--- config.mk ---
export PLATFORM = sky130hd
export DESIGN_NAME = sqcsel_adder
export DESIGN_NICKNAME = d
export VERILOG_FILES = /design/src/rtl/sqcsel_pkg.sv /design/src/rtl/sqcsel_rca.sv /design/src/rtl/sqcsel_incr.sv /design/src/rtl/sqcsel_group.sv /design/src/rtl/sqcsel_adder.sv
export SDC_FILE = /design/constraint.sdc
export NUM_CORES = 1
export LEC_CHECK = 0
export BUFFER_PORTS_ARGS = -buffer_cell sky130_fd_sc_hd__buf_4
export CAP_MARGIN = 20
export CORE_AREA = 2 2 148 150
export DETAILED_ROUTE_END_ITERATION = 6
export DIE_AREA = 0 0 150 152
export GPL_ROUTABILITY_DRIVEN = 0
export GPL_TIMING_DRIVEN = 0
export PLACE_DENSITY = 0.67
export RECOVER_POWER = 100
export REMOVE_ABC_BUFFERS = 1
export SYNTH_ARGS = -nofsm -noshare
export SYNTH_HDL_FRONTEND = slang
export SYNTH_SLANG_ARGS = --single-unit
--- constraint.sdc ---
create_clock -name vclk -period 6.65
set_input_delay 0 -clock vclk [all_inputs]
set_output_delay 0 -clock vclk [all_outputs]
set_load 0.005 [all_outputs]
--- src/rtl/sqcsel_pkg.sv ---
package sqcsel_pkg;
    localparam int unsigned NGRP  = 16;
    localparam int unsigned WIDTH = 128;
    typedef int unsigned grp_sizes_t [NGRP];
    localparam grp_sizes_t DEF_SIZES = '{2, 2, 3, 4, 5, 6, 7, 8, 9, 10, 11, 11, 12, 12, 13, 13};
endpackage

--- src/rtl/sqcsel_rca.sv ---
module sqcsel_rca #(
    parameter int unsigned N = 4
) (
    input  logic [N-1:0] a,
    input  logic [N-1:0] b,
    input  logic         ci,
    output logic [N-1:0] s,
    output logic         co
);
    logic [N:0] c;
    assign c[0] = ci;

    for (genvar i = 0; i < N; i++) begin : g_bit
        assign s[i]   = a[i] ^ b[i] ^ c[i];
        assign c[i+1] = (a[i] & b[i]) | (c[i] & (a[i] ^ b[i]));
    end

    assign co = c[N];

    // the ripple chain yields the arithmetic sum of its inputs
    always_comb begin
        p_rca_sum_r2: assert ({co, s} == ({1'b0, a} + {1'b0, b} + (N+1)'(ci)))
            else $error("ripple sum mismatch");
    end
endmodule

--- src/rtl/sqcsel_incr.sv ---
module sqcsel_incr #(
    parameter int unsigned M = 5
) (
    input  logic [M-1:0] x,
    output logic [M-1:0] y
);
    logic [M:0] all_low;
    assign all_low[0] = 1'b1;

    for (genvar i = 0; i < M; i++) begin : g_bit
        assign y[i]           = x[i] ^ all_low[i];
        assign all_low[i+1]   = all_low[i] & x[i];
    end

    // converter output is the input plus one, modulo 2^M
    always_comb begin
        p_incr_plus_one_r4: assert (y == x + M'(1))
            else $error("increment converter mismatch");
    end
endmodule

--- src/rtl/sqcsel_group.sv ---
module sqcsel_group #(
    parameter int unsigned N = 4
) (
    input  logic [N-1:0] a,
    input  logic [N-1:0] b,
    input  logic         sel,
    output logic [N-1:0] s,
    output logic         co
);
    logic [N-1:0] s_lo;
    logic         c_lo;
    logic [N:0]   r_lo;
    logic [N:0]   r_hi;

    sqcsel_rca #(.N(N)) u_rca (
        .a  (a),
        .b  (b),
        .ci (1'b0),
        .s  (s_lo),
        .co (c_lo)
    );

    assign r_lo = {c_lo, s_lo};

    sqcsel_incr #(.M(N + 1)) u_inc (
        .x (r_lo),
        .y (r_hi)
    );

    assign {co, s} = sel ? r_hi : r_lo;

    // selected group result matches a + b + incoming carry
    always_comb begin
        p_group_select_r5: assert ({co, s} == ({1'b0, a} + {1'b0, b} + (N+1)'(sel)))
            else $error("group select mismatch");
    end
endmodule

--- src/rtl/sqcsel_adder.sv ---
module sqcsel_adder
    import sqcsel_pkg::*;
#(
    parameter int unsigned W      = WIDTH,
    parameter int unsigned G      = NGRP,
    parameter grp_sizes_t  GSIZES = DEF_SIZES
) (
    input  logic [127:0] a,
    input  logic [127:0] b,
    input  logic         cin,
    output logic [127:0] sum,
    output logic         cout
);
    function automatic int unsigned base_of(input int unsigned k);
        int unsigned acc = 0;
        for (int unsigned i = 0; i < k; i++) acc += GSIZES[i];
        return acc;
    endfunction

    localparam int unsigned TOTAL = base_of(G);

    logic [G:0] gc;
    assign gc[0] = cin;

    for (genvar g = 0; g < G; g++) begin : g_grp
        localparam int unsigned LO = base_of(g);
        localparam int unsigned SZ = GSIZES[g];
        if (g == 0) begin : g_first
            sqcsel_rca #(.N(SZ)) u_first (
                .a  (a[LO +: SZ]),
                .b  (b[LO +: SZ]),
                .ci (gc[g]),
                .s  (sum[LO +: SZ]),
                .co (gc[g+1])
            );
        end else begin : g_sel
            sqcsel_group #(.N(SZ)) u_grp (
                .a   (a[LO +: SZ]),
                .b   (b[LO +: SZ]),
                .sel (gc[g]),
                .s   (sum[LO +: SZ]),
                .co  (gc[g+1])
            );
        end
    end

    assign cout = gc[G];

    // full-width result and carry-out equal the arithmetic sum
    always_comb begin
        p_total_sum_r1: assert ({cout, sum} == ({1'b0, a} + {1'b0, b} + 129'(cin)))
            else $error("adder total mismatch");
        p_width_r3: assert (TOTAL == W)
            else $error("group sizes do not cover the word");
    end
endmodule

==> impl_metrics.env, run 1 <==
export IMPL_p_leak_nw=6.22
export IMPL_track_usage_pct=17.2
export IMPL_cpPeakStageDelay_ns=0.56
export IMPL_nClkBuffers=0
export IMPL_grt_overflow=0
export IMPL_grt_pass1_wl_mm=32.3
export IMPL_status="finished clean"
export IMPL_drv_slew=0
export IMPL_yosys_area_top_type_share_pct=31.2
export IMPL_design_seq_count=0
export IMPL_avgSynthCellArea_um2=8.42
export IMPL_drt_iter0_drc=187
export IMPL_die_w_um=150
export IMPL_grt_pass1_vias=6963
export IMPL_crit_required_ns=6.65
export IMPL_io_buffers=386
export IMPL_fin_crit_ns=6.53
export IMPL_synth_cells=861
export IMPL_setup_viol=0
export IMPL_intPower_mw=0.655
export IMPL_via_per_inst=4.44
export IMPL_area_delta_synth_final_pct=48.9
export IMPL_fin_ws_ns=0.124
export IMPL_ys_warn_count=0
export IMPL_worstPathArrival_ns=6.53
export IMPL_synth_distinct_cells=47
export IMPL_worstHoldPathCells=3
export IMPL_max_freq_mhz=153
export IMPL_hold_viol_final=0
export IMPL_drc=0
export IMPL_p_switching_mw=0.526
export IMPL_relSlewSlack_pct=33.4
export IMPL_io_pins=386
export IMPL_dpl_cell_area_mm2=0.0105
export IMPL_tightest_slew_ns=0.993
export IMPL_synth_cell_area_mm2=0.00725
export IMPL_detail_route_wl_per_cell_um=13.2
export IMPL_p_clk_share_pct=0
export IMPL_n_antenna_cell=0
export IMPL_drtPass1Iterations=4
export IMPL_die_h_um=152
export IMPL_rsz0062_at_grt="true"
export IMPL_min_period_over_period_pct=98.1
export IMPL_grt_max_degree=17
export IMPL_fin_area_mm2=0.0108
export IMPL_antenna_found_initial=0
export IMPL_seqPwrFrac_pct=0
export IMPL_ys_top_cells_by_area="fa_1, ha_1, inv_1"
export IMPL_nets=1752
export IMPL_combPwrFrac_pct=100.0
export IMPL_power_per_cell_area_mw_per_mm2=109
export IMPL_hold_end="sum[1]"
export IMPL_swShare_pct=44.5
export IMPL_cp_buffers_inverters=5
export IMPL_postRouteAntennaNets=0
export IMPL_drive_above_1_share_pct=42.3
export IMPL_dp_hpwl_mm=18.6
export IMPL_crit_slowest_cell="or4_4"
export IMPL_drv_cap=0
export IMPL_dpl_worst_slack_ns=-0.977
export IMPL_crit_path_frequent_cell="fa_2"
export IMPL_end_kind="output port"
export IMPL_die_area_mm2=0.0228
export IMPL_min_path_type="in2out"
export IMPL_num_vias=6816
export IMPL_yosysTopAreaCell="fa_1"
export IMPL_seq_area_frac_synth_pct=0
export IMPL_worstHoldStart="b[1]"
export IMPL_crit_fanout=7
export IMPL_coreArea_mm2=0.0214
export IMPL_peakVddDrop_uv=67.6
export IMPL_rows=54
export IMPL_worstSetupPathType="in2out"
export IMPL_start_util_pct=33.9
export IMPL_start_kind="input port"
export IMPL_path_delay_family="adder cells"
export IMPL_routed_wl_mm=20.2
export IMPL_regArea_um2=0
cell type report:
class	instances	area (um2)
fillers	2068	10600
inverters	332	1250
multi-input cells	516	6180
well taps	280	350
repair buffers	406	3020
timing repair:
item	in CTS	in global routing
pin swaps	11	18
hold buffers	0	0
buffers inserted	9	6
resized for setup	41	32
gates cloned	1	0
endpoints found under the setup margin	60	39
how the worst max path moves through the flow:
stage	cells past startpoint	from	slack, ns	endpoint
after floorplan	23	a[46]	-0.39	sum[79]
after global placement	25	b[46]	-1.74	sum[89]
after detailed placement	25	b[46]	-0.98	sum[116]
after CTS	25	a[29]	0.002	sum[118]
after global routing	23	a[67]	-0.03	sum[118]
final	25	a[78]	0.12	sum[118]
power by group through the flow:
stage | clock network, mW | registers, mW | logic [mW]
4_1_cts | 0 | 0 | 1.22
3_3_place_gp | 0 | 0 | 1.16
5_1_grt | 0 | 0 | 1.34
2_1_floorplan | 0 | 0 | 0.596
6_report | 0 | 0 | 1.18
3_5_place_dp | 0 | 0 | 1.19
cells by family (layout without fill, tap and decap cells):
group                      Yosys count  after routing  share of synthesized area (%)
muxes                               71             71                           11.5
buffers and inverters              346            738                           18.1
AOI/OAI and AO/OA                   74             75                           6.94
and+or+nand+nor                    105            105                           7.30
adders and majority gates          239            239                           53.0
xor gates and xnor gates            26             26                           3.14
routing by layer:
layer / global-route usage, % / part of all wire (%)
met5: 0 / 0
met4: 2.83 / 2.1
met3: 2.46 / 6.0
met2: 33.0 / 52
met1: 20.3 / 39
per-stage QoR:
stage | hold slack [ns] | total power, mW | utilization, % | setup TNS, ns | cells
2_1_floorplan | 0.152 | 0.596 | - | -6.24 | 847
3_3_place_gp | 0.330 | 1.16 | 48.8 | -60.99 | 1513
3_5_place_dp | 0.352 | 1.19 | 49.0 | -34.72 | 1518
4_1_cts | 0.352 | 1.22 | 50.1 | 0 | 1528
5_1_grt | 0.388 | 1.34 | 50.5 | -0.0391 | 1534
6_report | 0.367 | 1.18 | 50.5 | 0 | 1534
cells in the mapped netlist (3+ instances only):
library cell,n
inv_1,332
ha_1,126
fa_1,113
mux2_2,62
nand2_1,46
o21ai_0,33
xnor2_1,18
nor2_1,17
clkbuf_1,11
a21oi_1,10
mux2_4,9
nand3_1,8
nand4_1,8
xor2_1,8
o2111ai_1,6
nand3b_1,4
nand4b_1,4
nor3_1,4
and2_1,3
placed cells by master, fill, tap and decap left out, drive strengths merged, types with 3 or more instances in the layout:
| cell | count |
|---|---|
| nand4b | 4 |
| xnor2 | 18 |
| nand3b | 4 |
| buf | 368 |
| nand4 | 8 |
| nor3 | 4 |
| inv | 332 |
| nand2 | 46 |
| clkbuf | 38 |
| o21ai | 33 |
| mux2 | 71 |
| nor2 | 17 |
| nand3 | 8 |
| o2111ai | 6 |
| xor2 | 8 |
| o211ai | 5 |
| a21oi | 10 |
| ha | 126 |
| fa | 113 |
| and2 | 3 |
No activity file was read; power rests on OpenSTA's default activity.
==> run 2: changes to the inputs <==
--- a/config.mk
+++ b/config.mk
@@ -7,14 +7,15 @@
 export LEC_CHECK = 0
 export BUFFER_PORTS_ARGS = -buffer_cell sky130_fd_sc_hd__buf_4
 export CAP_MARGIN = 20
-export CORE_AREA = 2 2 148 150
+export CORE_AREA = 2 2 151 153
 export DETAILED_ROUTE_END_ITERATION = 6
-export DIE_AREA = 0 0 150 152
+export DIE_AREA = 0 0 153 155
 export GPL_ROUTABILITY_DRIVEN = 0
 export GPL_TIMING_DRIVEN = 0
-export PLACE_DENSITY = 0.67
+export PLACE_DENSITY = 0.65
 export RECOVER_POWER = 100
 export REMOVE_ABC_BUFFERS = 1
 export SYNTH_ARGS = -nofsm -noshare
 export SYNTH_HDL_FRONTEND = slang
 export SYNTH_SLANG_ARGS = --single-unit
+export TNS_END_PERCENT = 20
==> impl_metrics.env, run 2 (same netlist as run 1, synthesis figures left out) <==
export IMPL_status="finished clean"
export IMPL_power_per_cell_area_mw_per_mm2=107
export IMPL_drtPass1Iterations=4
export IMPL_placed_cells=1522
export IMPL_detail_route_wl_per_cell_um=13.5
export IMPL_drv_cap=0
export IMPL_via_per_inst=4.41
export IMPL_cpPeakStageDelay_ns=0.55
export IMPL_nets=1751
export IMPL_postRouteAntennaNets=0
export IMPL_grtUsageMet1_pct=21.1
export IMPL_start_kind="input port"
export IMPL_regArea_um2=0
export IMPL_grt_overflow=0
export IMPL_io_buffers=386
export IMPL_dp_hpwl_mm=19.1
export IMPL_start_util_pct=32.6
export IMPL_relSlewSlack_pct=29.3
export IMPL_layout_common_cells="inv_1, buf_4, ha_1"
export IMPL_area_delta_synth_final_pct=48.0
export IMPL_worstSetupPathType="in2out"
export IMPL_final_cells=1538
export IMPL_setup_viol=0
export IMPL_layout_commonest_cell="inv_1"
export IMPL_n_antenna_cell=0
export IMPL_die_w_um=153
export IMPL_drv_slew=0
export IMPL_antenna_found_initial=0
export IMPL_tightest_slew_ns=1.05
export IMPL_peakVddDrop_uv=49.8
export IMPL_grt_pass1_vias=6729
export IMPL_num_vias=6776
export IMPL_drive_above_1_share_pct=40.0
export IMPL_min_path_type="in2out"
export IMPL_dpl_worst_slack_ns=-1.03
export IMPL_worstPathArrival_ns=6.49
export IMPL_fin_setup_tns_ns=0
export IMPL_worstHoldPathCells=3
export IMPL_grtUsageMet2_pct=30.9
export IMPL_coreArea_mm2=0.0222
export IMPL_die_h_um=155
export IMPL_drt_iter0_drc=148
export IMPL_crit_fanout=7
export IMPL_crit_required_ns=6.65
export IMPL_top_usage_layer="met2"
export IMPL_grt_pass1_wl_mm=32.7
export IMPL_grt_max_degree=23
export IMPL_crit_chain="buf_4, ha_1, inv_1, fa_1, fa_1, fa_1, fa_1, fa_1, fa_1, fa_1, fa_1, fa_1, fa_1, inv_1, ha_1, ha_4, nand2_1, or4_4, a2111o_1, o211ai_4, buf_12, mux2_2, buf_4"
export IMPL_design_seq_count=0
export IMPL_use_met3_pct=1.98
export IMPL_hold_viol_final=0
export IMPL_fin_ws_ns=0.160
export IMPL_nClkBuffers=0
export IMPL_crit_path_frequent_cell="fa_1"
export IMPL_fillers=2175
export IMPL_track_usage_pct=16.6
export IMPL_crit_slowest_cell="or4_4"
export IMPL_ctsHoldBuffers=0
export IMPL_p_leak_nw=6.14
export IMPL_die_area_mm2=0.0237
export IMPL_fin_crit_ns=6.49
export IMPL_routed_wl_mm=20.8
export IMPL_max_freq_mhz=154
export IMPL_rsz0062_at_grt="false"
export IMPL_min_period_over_period_pct=97.6
export IMPL_end_kind="output port"
export IMPL_rows=55
export IMPL_io_pins=386
export IMPL_drc=0
-- run 2: worst max-delay path, delay by kind of cell --
family                     cells  cell delay (ns)
adders and majority gates     13             4.43
AOI/OAI and AO/OA              2             0.58
muxes                          1             0.34
buffers and inverters          5             0.52
and+or+nand+nor                2             0.61
-- run 2: cell type report --
class                           count  area (um2)  share of cell area [%]
Inverter                          332        1250                    11.6
Multi-Input combinational cell    516        6180                    57.6
Tap cell                          285         357                    3.33
Timing Repair Buffer              405        2950                    27.5
-- run 2: final timing paths --
path	from	endpoint	slack, ns
max	a[90]	sum[118]	0.16
min	b[1]	sum[1]	0.35
-- run 2: report_power, final --
part	leakage, nW	total, mW	internal (mW)	switching (mW)
Combinational	6.14	1.15	0.622	0.529
Sequential	0	0	0	0
Clock	0	0	0	0
-- run 2: repair_timing --
item                                    in CTS  in global routing
pin swaps                                   20                 16
endpoints found under the setup margin      62                 42
resized for setup                           47                 22
cloned                                       2                  0
buffers inserted                            11                  3
-- run 2: metrics by stage --
stage	cell area (um2)	utilization (%)	hold WS (ns)	power, mW
final	10700	48.2	0.349	1.15
after global routing	10700	48.2	0.381	1.30
after CTS	10800	48.4	0.337	1.22
after detailed placement	10500	47.1	0.336	1.19
after global placement	10400	46.9	0.335	1.16
after floorplan	7180	-	0.152	0.596
-- run 2: routing by layer --
| metal | part of all wire (%) | wire (um) |
|---|---|---|
| met1 | 41 | 8560 |
| met2 | 51 | 10500 |
| met3 | 5.5 | 1130 |
| met4 | 2.5 | 521 |
| met5 | 0 | 0 |
==> run 3: changes to the inputs <==
--- a/config.mk
+++ b/config.mk
@@ -12,10 +12,11 @@
 export DIE_AREA = 0 0 153 155
 export GPL_ROUTABILITY_DRIVEN = 0
 export GPL_TIMING_DRIVEN = 0
-export PLACE_DENSITY = 0.65
+export PLACE_DENSITY = 0.63
 export RECOVER_POWER = 100
 export REMOVE_ABC_BUFFERS = 1
 export SYNTH_ARGS = -nofsm -noshare
 export SYNTH_HDL_FRONTEND = slang
+export SYNTH_HIERARCHICAL = 1
 export SYNTH_SLANG_ARGS = --single-unit
 export TNS_END_PERCENT = 20
==> impl_metrics.env, run 3 <==
export IMPL_fin_area_mm2=0.0101
export IMPL_crit_slowest_cell="fa_1"
export IMPL_peakVddDrop_uv=72.2
export IMPL_crit_fanout=7
export IMPL_drv_slew=0
export IMPL_finish_utilization_pct=45.5
export IMPL_ys_top_cells_by_area="fa_1, ha_1, mux2_4"
export IMPL_crit_required_ns=6.65
export IMPL_yosys_area_top_type_share_pct=37.5
export IMPL_synth_distinct_cells=8
export IMPL_avgSynthCellArea_um2=11.5
export IMPL_multi_input_area_mm2=0.00610
export IMPL_min_period_over_period_pct=98.1
export IMPL_die_h_um=155
export IMPL_nClkBuffers=0
export IMPL_regArea_um2=0
export IMPL_antenna_found_initial=0
export IMPL_io_pins=386
export IMPL_coreArea_mm2=0.0222
export IMPL_layout_common_cells="buf_4, inv_1, ha_1"
export IMPL_dpl_cell_area_mm2=0.00996
export IMPL_rsz0062_at_grt="true"
export IMPL_worstPathArrival_ns=6.53
export IMPL_grt_pass1_wl_mm=30.4
export IMPL_drv_cap=0
export IMPL_drc=0
export IMPL_power_total_mw=1.55
export IMPL_seq_area_frac_synth_pct=0
export IMPL_nets=1484
export IMPL_status="finished clean"
export IMPL_area_delta_synth_final_pct=47.8
export IMPL_drt_iter0_drc=65
export IMPL_synth_cells=593
export IMPL_power_per_cell_area_mw_per_mm2=153
export IMPL_n_antenna_cell=0
export IMPL_ys_warn_count=6
export IMPL_yosysTopAreaCell="fa_1"
export IMPL_setup_viol=0
export IMPL_fin_crit_ns=6.53
export IMPL_track_usage_pct=15.7
export IMPL_design_seq_count=0
export IMPL_min_path_type="in2out"
export IMPL_p_leak_nw=5.61
export IMPL_io_buffers=386
export IMPL_start_kind="input port"
export IMPL_start_util_pct=30.8
export IMPL_via_per_inst=4.29
export IMPL_grt_pass1_vias=6027
export IMPL_yosys_cell_count_top_type="inv_1"
export IMPL_drtPass1Iterations=4
export IMPL_hold_viol_final=0
export IMPL_layout_commonest_cell="buf_4"
export IMPL_synth_cell_area_mm2=0.00684
export IMPL_worstSetupPathType="in2out"
export IMPL_num_vias=5447
export IMPL_crit_path_frequent_cell="fa_2"
export IMPL_die_w_um=153
export IMPL_fillers=2211
export IMPL_grt_max_degree=13
export IMPL_drive_above_1_share_pct=55.9
export IMPL_routed_wl_mm=19.5
export IMPL_relSlewSlack_pct=58.7
export IMPL_cpPeakStageDelay_ns=0.42
export IMPL_detail_route_wl_per_cell_um=15.3
export IMPL_hold_slack_ns=0.464
export IMPL_end_kind="output port"
export IMPL_grt_overflow=0
export IMPL_postRouteAntennaNets=0
export IMPL_synth_commonest_cells="inv_1, fa_1, ha_1, mux2_4, mux2_2"
export IMPL_die_area_mm2=0.0237
export IMPL_rows=55
export IMPL_dp_hpwl_mm=17.8
export IMPL_tightest_slew_ns=0.619
export IMPL_max_freq_mhz=153
-- run 3: changes by cell type after synthesis, moves of 15 or more --
cell / delta
conb_1: +15
fa_1: +15
nand2_1: -46
nor2_1: -17
mux2_4: +81
o21ai_0: -33
xnor2_1: -18
ha_1: -15
inv_1: -161
-- run 3: path summary, 6_finish.rpt --
| path | start | end | cells after the start |
|---|---|---|---|
| max | b[46] | sum[127] | 25 |
| min | cin | sum[0] | 5 |
-- run 3: timing repair --
| action | in CTS | in global routing |
|---|---|---|
| endpoints found under the setup margin | 48 | 14 |
| setup buffers | 12 | 6 |
| pin swaps | 1 | 16 |
| gates resized for setup | 28 | 48 |
| gates cloned | 1 | 0 |
| hold buffers | 0 | 0 |
-- run 3: layer usage --
metal,global-route usage (%),part of all wire (%),vias up
li1,-,-,2610
met1,17.2,36,2593
met2,32.3,56,236
met3,3.15,7.5,8
met4,1.10,0.87,0
met5,0,0,-
-- run 3: area by class of cell --
class | count | share of cell area [%]
well taps | 285 | 3.53
repair buffers | 404 | 29.8
multi-input cells | 411 | 60.3
inverters | 171 | 6.35
-- run 3: cell families (layout without fill, tap and decap cells) --
group        Yosys count  count (layout)  synth area share [%]
fa+ha+maj            239             239                  57.8
xor+xnor              15              15                  1.92
other cells           15              15                 0.823
buf+inv              183             575                  11.4
mux                  141             142                  28.1
-- run 3: report_power, final --
part / internal [mW] / switching [mW] / total [mW]
clock: 0 / 0 / 0
combinational: 0.917 / 0.628 / 1.55
sequential: 0 / 0 / 0
total: 0.917 / 0.628 / 1.55
-- run 3: stage by stage --
stage	setup WS, ns	instances	setup TNS (ns)
finish	0.124	1271	0
global route	-0.0344	1271	-0.189
CTS	0.000646	1265	0
detailed placement	-1.74	1252	-46.29
global placement	-1.70	1252	-44.61
floorplan	-0.807	581	-15.48
-- run 3: critical path: cells and delay by family --
family | cells | cell delay, ns
multiplexers | 7 | 2.32
buffers and inverters | 6 | 0.48
XOR/XNOR | 1 | 0.05
adder cells (fa/ha/maj) | 11 | 3.64
